[src/rtl/rxic_pkg.sv]
package rxic_pkg;
    localparam int TAG_W    = 4;
    localparam int CNT_W    = 7;
    localparam int LIM_W    = 8;
    localparam int WORD_W   = 32;
    localparam int TAG_LSB  = 0;
    localparam int CNT_LSB  = 4;
    localparam int LINK_BIT = 16;
    localparam int HOLD_BIT = 17;
    localparam int IEN_BIT  = 18;

    typedef enum logic [1:0] {
        SEL_CTRL_SET = 2'd0,
        SEL_CTRL_CLR = 2'd1,
        SEL_LIMITS   = 2'd2,
        SEL_ACK      = 2'd3
    } reg_sel_e;

    typedef struct packed {
        logic             hold;
        logic             ien;
        logic [LIM_W-1:0] cnt_lim;
        logic [LIM_W-1:0] time_lim;
    } regs_s;

    typedef struct packed {
        logic              armed;
        logic [TAG_W-1:0]  tag;
        logic [CNT_W-1:0]  pend;
        logic              link;
        logic [LIM_W-1:0]  tmo;
        logic              irqp;
        logic              stwr;
        logic [WORD_W-1:0] stat;
    } core_s;
endpackage

[src/rtl/rxic_tick.sv]
module rxic_tick #(
    parameter int TICK_DIV = 12500
) (
    input  logic clk,
    input  logic rst_n,
    output logic tick
);
    localparam int W = (TICK_DIV > 1) ? $clog2(TICK_DIV) : 1;
    localparam logic [W-1:0] LAST = W'(TICK_DIV - 1);

    logic [W-1:0] cnt_d, cnt_q;

    assign tick = (cnt_q == LAST);

    always_comb begin
        cnt_d = tick ? '0 : cnt_q + 1'b1;
    end

    always_ff @(posedge clk or negedge rst_n) begin
        if (!rst_n) cnt_q <= '0;
        else        cnt_q <= cnt_d;
    end
endmodule

[src/rtl/rxic_regs.sv]
module rxic_regs
    import rxic_pkg::*;
#(
    parameter int DEF_CNT_LIM  = 16,
    parameter int DEF_TIME_LIM = 10
) (
    input  logic              clk,
    input  logic              rst_n,
    input  logic              cfg_wr,
    input  logic [1:0]        cfg_sel,
    input  logic [WORD_W-1:0] cfg_wdata,
    output logic              hold,
    output logic              ien,
    output logic [LIM_W-1:0]  cnt_lim,
    output logic [LIM_W-1:0]  time_lim,
    output logic              ack_wr,
    output logic [TAG_W-1:0]  ack_tag
);
    regs_s r_d, r_q;
    reg_sel_e sel;
    logic unused_wdata;

    assign sel          = reg_sel_e'(cfg_sel);
    assign unused_wdata = ^{cfg_wdata[WORD_W-1:IEN_BIT+1], cfg_wdata[LINK_BIT]};

    always_comb begin
        r_d = r_q;
        if (cfg_wr) begin
            case (sel)
                SEL_CTRL_SET: begin
                    if (cfg_wdata[HOLD_BIT]) r_d.hold = 1'b1;
                    if (cfg_wdata[IEN_BIT])  r_d.ien  = 1'b1;
                end
                SEL_CTRL_CLR: begin
                    if (cfg_wdata[HOLD_BIT]) r_d.hold = 1'b0;
                    if (cfg_wdata[IEN_BIT])  r_d.ien  = 1'b0;
                end
                SEL_LIMITS: begin
                    r_d.cnt_lim  = cfg_wdata[LIM_W-1:0];
                    r_d.time_lim = cfg_wdata[2*LIM_W-1:LIM_W];
                end
                default: ;
            endcase
        end
    end

    always_ff @(posedge clk or negedge rst_n) begin
        if (!rst_n) begin
            r_q.hold     <= 1'b1;
            r_q.ien      <= 1'b0;
            r_q.cnt_lim  <= LIM_W'(DEF_CNT_LIM);
            r_q.time_lim <= LIM_W'(DEF_TIME_LIM);
        end else begin
            r_q <= r_d;
        end
    end

    assign hold     = r_q.hold;
    assign ien      = r_q.ien;
    assign cnt_lim  = r_q.cnt_lim;
    assign time_lim = r_q.time_lim;
    assign ack_wr   = cfg_wr && (sel == SEL_ACK);
    assign ack_tag  = cfg_wdata[TAG_LSB +: TAG_W];
endmodule

[src/rtl/rxic_core.sv]
module rxic_core
    import rxic_pkg::*;
(
    input  logic              clk,
    input  logic              rst_n,
    input  logic              tick,
    input  logic              hold,
    input  logic              ien,
    input  logic [LIM_W-1:0]  cnt_lim,
    input  logic [LIM_W-1:0]  time_lim,
    input  logic              ack_wr,
    input  logic [TAG_W-1:0]  ack_tag,
    input  logic              msg_posted,
    input  logic              link_event,
    output logic [WORD_W-1:0] status_word,
    output logic              status_wr,
    output logic              irq
);
    localparam logic [CNT_W-1:0] CNT_MAX = '1;
    localparam logic [LIM_W-1:0] TMO_MAX = '1;

    core_s c_d, c_q;
    logic  fire;
    logic  ack_ok;
    logic  has_pend;

    always_comb begin
        has_pend = (c_q.pend != '0);
        fire     = c_q.armed &&
                   (c_q.link ||
                    (has_pend && (({1'b0, c_q.pend} >= cnt_lim) || (c_q.tmo >= time_lim))));
        ack_ok   = ack_wr && !c_q.armed && (ack_tag == TAG_W'(c_q.tag + 1'b1));

        c_d      = c_q;
        c_d.stwr = 1'b0;
        if (hold) begin
            c_d.armed = 1'b0;
            c_d.pend  = '0;
            c_d.link  = 1'b0;
            c_d.tmo   = '0;
            c_d.irqp  = 1'b0;
        end else if (fire) begin
            c_d.stwr                     = 1'b1;
            c_d.stat                     = '0;
            c_d.stat[TAG_LSB +: TAG_W]   = c_q.tag;
            c_d.stat[CNT_LSB +: CNT_W]   = c_q.pend;
            c_d.stat[LINK_BIT]           = c_q.link;
            c_d.pend                     = msg_posted ? CNT_W'(1) : '0;
            c_d.link                     = link_event;
            c_d.tmo                      = '0;
            c_d.armed                    = 1'b0;
            c_d.irqp                     = 1'b1;
        end else begin
            if (msg_posted && (c_q.pend != CNT_MAX)) c_d.pend = c_q.pend + 1'b1;
            if (link_event) c_d.link = 1'b1;
            if (c_q.armed && has_pend) begin
                if (tick && (c_q.tmo != TMO_MAX)) c_d.tmo = c_q.tmo + 1'b1;
            end else begin
                c_d.tmo = '0;
            end
            if (ack_ok) begin
                c_d.armed = 1'b1;
                c_d.tag   = ack_tag;
                c_d.irqp  = 1'b0;
            end
        end
    end

    always_ff @(posedge clk or negedge rst_n) begin
        if (!rst_n) c_q <= '0;
        else        c_q <= c_d;
    end

    assign status_word = c_q.stat;
    assign status_wr   = c_q.stwr;
    assign irq         = c_q.irqp && ien;
endmodule

[src/rtl/rx_irq_coalesce.sv]
module rx_irq_coalesce
    import rxic_pkg::*;
#(
    parameter int TICK_DIV     = 12500,
    parameter int DEF_CNT_LIM  = 16,
    parameter int DEF_TIME_LIM = 10
) (
    input  logic        clk,
    input  logic        rst_n,
    input  logic        msg_posted,
    input  logic        link_event,
    input  logic        cfg_wr,
    input  logic [1:0]  cfg_sel,
    input  logic [31:0] cfg_wdata,
    output logic [31:0] status_word,
    output logic        status_wr,
    output logic        irq
);
    logic             tick;
    logic             eng_hold;
    logic             irq_enable;
    logic [LIM_W-1:0] cnt_lim;
    logic [LIM_W-1:0] time_lim;
    logic             ack_wr;
    logic [TAG_W-1:0] ack_tag;

    rxic_tick #(.TICK_DIV(TICK_DIV)) u_tick (
        .clk  (clk),
        .rst_n(rst_n),
        .tick (tick)
    );

    rxic_regs #(.DEF_CNT_LIM(DEF_CNT_LIM), .DEF_TIME_LIM(DEF_TIME_LIM)) u_regs (
        .clk      (clk),
        .rst_n    (rst_n),
        .cfg_wr   (cfg_wr),
        .cfg_sel  (cfg_sel),
        .cfg_wdata(cfg_wdata),
        .hold     (eng_hold),
        .ien      (irq_enable),
        .cnt_lim  (cnt_lim),
        .time_lim (time_lim),
        .ack_wr   (ack_wr),
        .ack_tag  (ack_tag)
    );

    rxic_core u_core (
        .clk        (clk),
        .rst_n      (rst_n),
        .tick       (tick),
        .hold       (eng_hold),
        .ien        (irq_enable),
        .cnt_lim    (cnt_lim),
        .time_lim   (time_lim),
        .ack_wr     (ack_wr),
        .ack_tag    (ack_tag),
        .msg_posted (msg_posted),
        .link_event (link_event),
        .status_word(status_word),
        .status_wr  (status_wr),
        .irq        (irq)
    );
endmodule

[config.mk]
export PLATFORM = sky130hd
export DESIGN_NAME = rx_irq_coalesce
export DESIGN_NICKNAME = d
export VERILOG_FILES = /design/src/rtl/rxic_pkg.sv /design/src/rtl/rxic_tick.sv /design/src/rtl/rxic_regs.sv /design/src/rtl/rxic_core.sv /design/src/rtl/rx_irq_coalesce.sv
export SDC_FILE = /design/constraint.sdc
export NUM_CORES = 1
export LEC_CHECK = 0
export ABC_AREA = 1
export BUFFER_PORTS_ARGS = -buffer_cell sky130_fd_sc_hd__buf_2
export CAP_MARGIN = 20
export CELL_PAD_IN_SITES_DETAIL_PLACEMENT = 0
export CELL_PAD_IN_SITES_GLOBAL_PLACEMENT = 1
export CORE_MARGIN = 4
export CORE_UTILIZATION = 41
export DETAILED_ROUTE_END_ITERATION = 10
export GPL_TIMING_DRIVEN = 0
export MAX_ROUTING_LAYER = met4
export PLACE_DENSITY_LB_ADDON = 0.1
export SETUP_SLACK_MARGIN = 0.02
export SYNTH_ARGS = -nofsm -noshare
export SYNTH_HDL_FRONTEND = slang
export SYNTH_HIERARCHICAL = 1
export SYNTH_SLANG_ARGS = --single-unit
[constraint.sdc]
create_clock -name clk -period 2.45 [get_ports clk]
set_clock_uncertainty 0.1 [all_clocks]
set_input_delay 0.49 -clock clk [delete_from_list [all_inputs] [get_ports clk]]
set_output_delay 0.49 -clock clk [all_outputs]
set_load 0.05 [all_outputs]
# Yosys cells after proc, flatten, opt, wreduce, memory -nomap -nowiden
# Cells that the tools add are included.
[totals] reg_bits=67 word_cells=75 ram_bits=0 latch_bits=0 n_memories=0 inputBits=39 rom_bits=0
[op_classes] n_shift=0 mux=19 reduce_logical=23 order_cmp=2 eq_ne=12 add_sub_neg=4 bitwise=2 n_mul=0 n_div=0
[op_table] operator="$mux 33" n=2
[op_table] operator="$mux 17" n=2
[op_table] operator="$mux 8" n=2
[op_table] operator="$add 14x1->14 const B" n=1
[op_table] operator="$eq 14x14->1 const B" n=1
[op_table] operator="$mux 14" n=1
[op_table] operator="$logic_and 1x1->1" n=9
[op_table] operator="$mux 1" n=9
[op_table] operator="$reduce_bool 3->1" n=3
[op_table] operator="$add 8x1->8 const B" n=1
[op_table] operator="$ge 7x8->1" n=1
[op_table] operator="$ge 8x8->1" n=1
[op_table] operator="$ne 2x2->1 const B" n=4
[op_table] operator="$ne 8x8->1 const B" n=1
[op_table] operator="$reduce_and 4->1" n=2
[op_table] operator="$add 7x1->7 const B" n=1
[op_table] operator="$mux 7" n=1
[op_table] operator="$ne 7x7->1 const B" n=1
[op_table] operator="$reduce_bool 7->1" n=1
[op_table] operator="$mux 5" n=1
[op_table] operator="$add 4x1->4 const B" n=1
[op_table] operator="$eq 2x2->1 const B" n=2
[op_table] operator="$eq 4x4->1" n=1
[op_table] operator="$ne 4x3->1 const B" n=1
[op_table] operator="other kinds (9)" n=12

# Logic depth before layout (Yosys ltp)
[logic_depth] depth_word=7 ltp_mapped=16 ltp_nobuf=16

# By module
# Netlist, hierarchy kept.
[modules_own_cells] mod="rxic_core" cells_per_inst=291 instances=1 seq_area_each_um2=875.8 area_per_inst_um2=2361.0
[modules_own_cells] mod="rxic_regs" cells_per_inst=90 instances=1 seq_area_each_um2=455.4 area_per_inst_um2=842.1
[modules_own_cells] mod="rxic_tick" cells_per_inst=105 instances=1 seq_area_each_um2=350.3 area_per_inst_um2=793.3

# Least setup slack after synthesis
# OpenSTA, ideal clock, no wires.
[synth_timing] kind="register -> register" start="register u_regs/time_lim[3] (netlist name)" end="register u_core.c_q, in the netlist u_core/status_word[4]" required_time_ns=2.229 setup_ns=0.121 setup_slack_ns=0.561 stages_incl_launch_ff=14 synth_period_minus_slack_ns=1.889 arrival_time_ns=1.668 path_cell_list="dfstp_2 > inv_1 > ha_1 > nand2_1 > o21bai_1 > nand2_1 > nand2_1 > nand3_1 > nand2_2 > nand2_4 > nand2_4 > buf_6 > nand2_1 > o21ai_2"
[synth_via] elab_chain_len=6
[synth_lines] item="$ge 8x8->1" line_no="rxic_core.sv:31" source="(has_pend && (({1'b0, c_q.pend} >= cnt_lim) || (c_q.tmo >= time_lim))));"
[synth_lines] item="$logic_or 1x1->1" line_no="rxic_core.sv:31"
[synth_lines] item="$logic_and 1x1->1" line_no="rxic_core.sv:31"
[synth_lines] item="$logic_or 1x1->1" line_no="rxic_core.sv:30" source="(c_q.link ||"
[synth_lines] item="$logic_and 1x1->1" line_no="rxic_core.sv:29" source="fire = c_q.armed &&"
[synth_lines] item="$reduce_and 2->1 (no line)"
[synth_lines] item="end signal: assignment" line_no="rxic_core.sv:70" source="if (!rst_n) c_q <= '0;"
[synth_lines] item="end signal: assignment" line_no="rxic_core.sv:71" source="else c_q <= c_d;"
[synth_lines] item="end: declaration" line_no="rxic_core.sv:22" source="core_s c_d, c_q;"
# No other way between the ends.
# A chain may end at the register's enable or synchronous reset.

# Worst setup path in the final report
[layout_timing] start="register u_regs/time_lim[1] (netlist name)" end="register u_core/c_q[37] (netlist bit)"
[layout_via] elab_chain_len=7
[layout_lines] item="$ge 8x8->1 (*)" line_no="rxic_core.sv:31"
[layout_lines] item="$logic_or 1x1->1 (*)" line_no="rxic_core.sv:31"
[layout_lines] item="$logic_and 1x1->1 (*)" line_no="rxic_core.sv:31"
[layout_lines] item="$logic_or 1x1->1 (*)" line_no="rxic_core.sv:30"
[layout_lines] item="$logic_and 1x1->1 (*)" line_no="rxic_core.sv:29"
[layout_lines] item="$mux 17" line_no="rxic_core.sv:42" source="end else if (fire) begin"
[layout_lines] item="$mux 17" line_no="rxic_core.sv:36" source="if (hold) begin"
# Mark *: on every way between the ends. The rest lies on a longest branch, timed or not.

==> impl_metrics.csv <==
group,metric,value,unit
route,wl_per_cell,11.4,um
route,drcViolationCount,0,
synth,avgSynthCellArea,8.22,sq um
cells_and_area,fillers,989,
outcome,status,"complete, no violations",
clocking,clk_path_buf_depth,2,
synth,synth_edf_count,0,
worst_setup_path,critPathArrivalTime,2.30,ns
synth,yosysWarnings,6,
route,ant_nets,0,
pwr,p_sw_share,33.0,%
global_routing,track_usage,15.2,%
global_routing,grt_pass1_wl,13600,um
pwr,p_clk_share,34.3,%
worst_setup_path,start_kind,"flip-flop",
synth,synthTopCellsByCount,"130 x nand2_1, 63 x dfrtp_1, 54 x inv_1",
clocking,cts_buffers,9,
clocking,cts_resized,0,
cells_and_area,finalNetCount,613,
clocking,insertion_delay,0.35,ns
sta,setup_viol,0,
pwr,power_density,707,nW/um^2
pwr,combPwrFrac,25.0,%
placed_design,placed_cell_area,4420,sq um
route,via_per_inst,4.45,
sta,relSlewSlack,42.7,%
pwr,ir_drop,0.000313,V
sta,rsz0062_at_grt,"false",
cells_and_area,layout-drive-gt1-share,24.4,%
synth,synth.cell_area,4000,sq um
global_routing,grt_overflow,0,
floorplan,initial_core_util,42.6,%
sta,period_minus_slack,2.13,ns
clocking,cts.sinks,67,
synth,netlist.area_leader.share,39.4,%
sta,tightest_slew,0.859,ns
floorplan,fp.coreArea,9370,sq um
synth,yosys-top-cells-area,"dfrtp_1 39%, nand2_1 12%, buf_4 7.5%",
pwr,intPower,2210,uW
worst_setup_path,cp_max_fo,8,
floorplan,placementRows,35,
synth,ys_types,34,
route,drtIter0Drc,64,
route,firstDrtPassIters,4,
clocking,clk_pin_slew,0.08,ns
pwr,switching_power,1090,uW
placed_design,dp_hpwl,5780,um
floorplan,ios,73,
clocking,cts_tree,"done",
sta,setup_tns,0,ns
synth,synth_top_area_cell,"dfrtp_1",
worst_setup_path,cp-end-kind,"flip-flop",
global_routing,grt_pass1_vias,2944,
sta,slew_viol_final,0,
sta,fmax,0.470,GHz
synth,yosysSeqAreaShare,42.1,%
synth,synth_seq_cells,67,
clocking,htree_levels,3,
floorplan,die_h,107,um
pwr,power.leakage,0.00248,uW
placed_design,placement.io_buffers,37,
floorplan,die-area,11400,sq um
pwr,p_seq_share,40.6,%
hold_path,min_path_type,"in2async",
worst_setup_path,worstPathRequired,2.62,ns
cells_and_area,final_cell_area,4660,sq um
cells_and_area,area_growth,16.5,%
synth,post-synth-top-count-cell,"nand2_1",
clocking,postCtsSetupRepairBufs,0,
flow_run,drv_cap,0,
global_routing,antenna_found_initial,0,
global_routing,grt_max_degree,68,
placed_design,place.gp.congestion,0.796,
synth,async_reset_ff_share,100,%
clocking,cts_hold_buf,0,
route,via_count,3056,
sta,period_share,86.8,%
clocking,cts-root-buf,"clkbuf_8",
route,wirelength,7840,um
synth,syn_inst,486,
worst_setup_path,worst-setup-path-type,"reg2reg",
cells_and_area,diodes,0,
sta,hold_viol_final,0,
synth,ys.flop_type,"dfrtp_1",
floorplan,die_w,107,um
[power by group through the flow]
stage	registers [uW]	clock network [uW]	logic (uW)
after floorplan	1330	0	674
after global placement	1360	0	820
after detailed placement	1360	0	831
after CTS	1340	1170	833
after global routing	1360	1220	918
final	1340	1130	825
[worst max-delay path: stages, from the launching register on]
cell and delay [ns]:
dfstp_2 0.53, inv_1 0.04, ha_1 0.29, inv_1 0.05
nor2_1 0.03, o21bai_1 0.12, nand2_1 0.09, nand2_1 0.08
nand3_1 0.11, nand2_2 0.14, nand4_2 0.25, nor3_1 0.22
[logic make-up after synthesis]
family	Yosys count	synth area share, %
and+or+nand+nor	248	28.4
buffers and inverters	105	14.6
DFF	67	42.1
adders and majority gates	21	6.57
other	1	0.0938
xor gates and xnor gates	17	3.73
AOI/OAI and AO/OA	27	4.48
[flip-flops by register name, summed over array words and instances, names as in the netlist]
| name | flops |
|---|---|
| u_regs/cnt_lim | 8 |
| u_regs/hold | 1 |
| u_tick/cnt_q | 14 |
| u_regs/ien | 1 |
| u_core/status_wr | 1 |
| u_core/status_word | 12 |
| u_core/c_q | 22 |
| u_regs/time_lim | 8 |
[layout make-up]
type                    instances  area (sq um)  area share [%]
multi-input cells             333          1800            38.7
flip-flops and latches         67          1680            36.1
plain buffers                  45           359            7.71
inverters                      60           225            4.84
repair buffers                 37           188            4.03
well taps                     129           161            3.47
clock buffers                   9           124            2.66
clock inverters                 7           116            2.50
[layer usage]
metal	routed length (um)	part of all wire (%)	vias to the layer above	track usage, %
li1	-	-	1616	-
met1	4110	52	1377	20.7
met2	3330	42	52	22.3
met3	297	3.8	11	3.79
met4	105	1.3	0	5.21
met5	0	0	-	-
[layout by cell type (no fill, tap or decap), types with 5 or more instances in the layout]
master | Yosys | final
nor2_1 | 51 | 51
nand2_2 | 6 | 6
ha_1 | 21 | 21
conb_1 | 1 | 20
inv_2 | 6 | 6
xor2_1 | 14 | 14
a21oi_1 | 8 | 8
o21ai_2 | 6 | 6
buf_4 | 40 | 41
nand3_1 | 18 | 18
o21ai_0 | 5 | 5
clkbuf_8 | 1 | 10
nand2_1 | 130 | 130
dfrtp_1 | 63 | 63
nor3_1 | 5 | 5
nand4_1 | 22 | 22
buf_2 | 0 | 36
inv_1 | 54 | 54
[through the flow]
stage / std cells / utilization, % / hold WS, ns / power [uW] / worst slack [ns]
finish: 687 / 49.7 / 0.147 / 3290 / 0.323
global route: 687 / 49.7 / 0.223 / 3500 / 0.0906
CTS: 687 / 49.7 / 0.183 / 3350 / 0.262
detailed placement: 671 / 47.1 / 0.357 / 2190 / 0.292
global placement: 671 / 47.1 / 0.357 / 2180 / 0.273
floorplan: 505 / - / 0.0944 / 2010 / 0.561
[worst paths after layout]
check | endpoint | cells past startpoint | start | slack [ns]
worst max-delay path | u_core/c_q[37]$_DFFE_PN0P_ | 11 | u_regs/time_lim[1]$_DFFE_PN1P_ | 0.32
worst min-delay path | u_tick/cnt_q[0]$_DFF_PN0_ | 1 | rst_n | 0.15
worst max register to register | u_core/c_q[37]$_DFFE_PN0P_ | 11 | u_regs/time_lim[1]$_DFFE_PN1P_ | 0.32
worst min register to register | u_regs/time_lim[1]$_DFFE_PN1P_ | 2 | u_regs/time_lim[1]$_DFFE_PN1P_ | 0.36
max in group asynchronous | u_regs/time_lim[6]$_DFFE_PN0P_ | 1 | rst_n | 1.54
min in group clk | u_regs/time_lim[3]$_DFFE_PN1P_ | 3 | cfg_wdata[11] | 0.26
(Power assumes the default switching activity.)
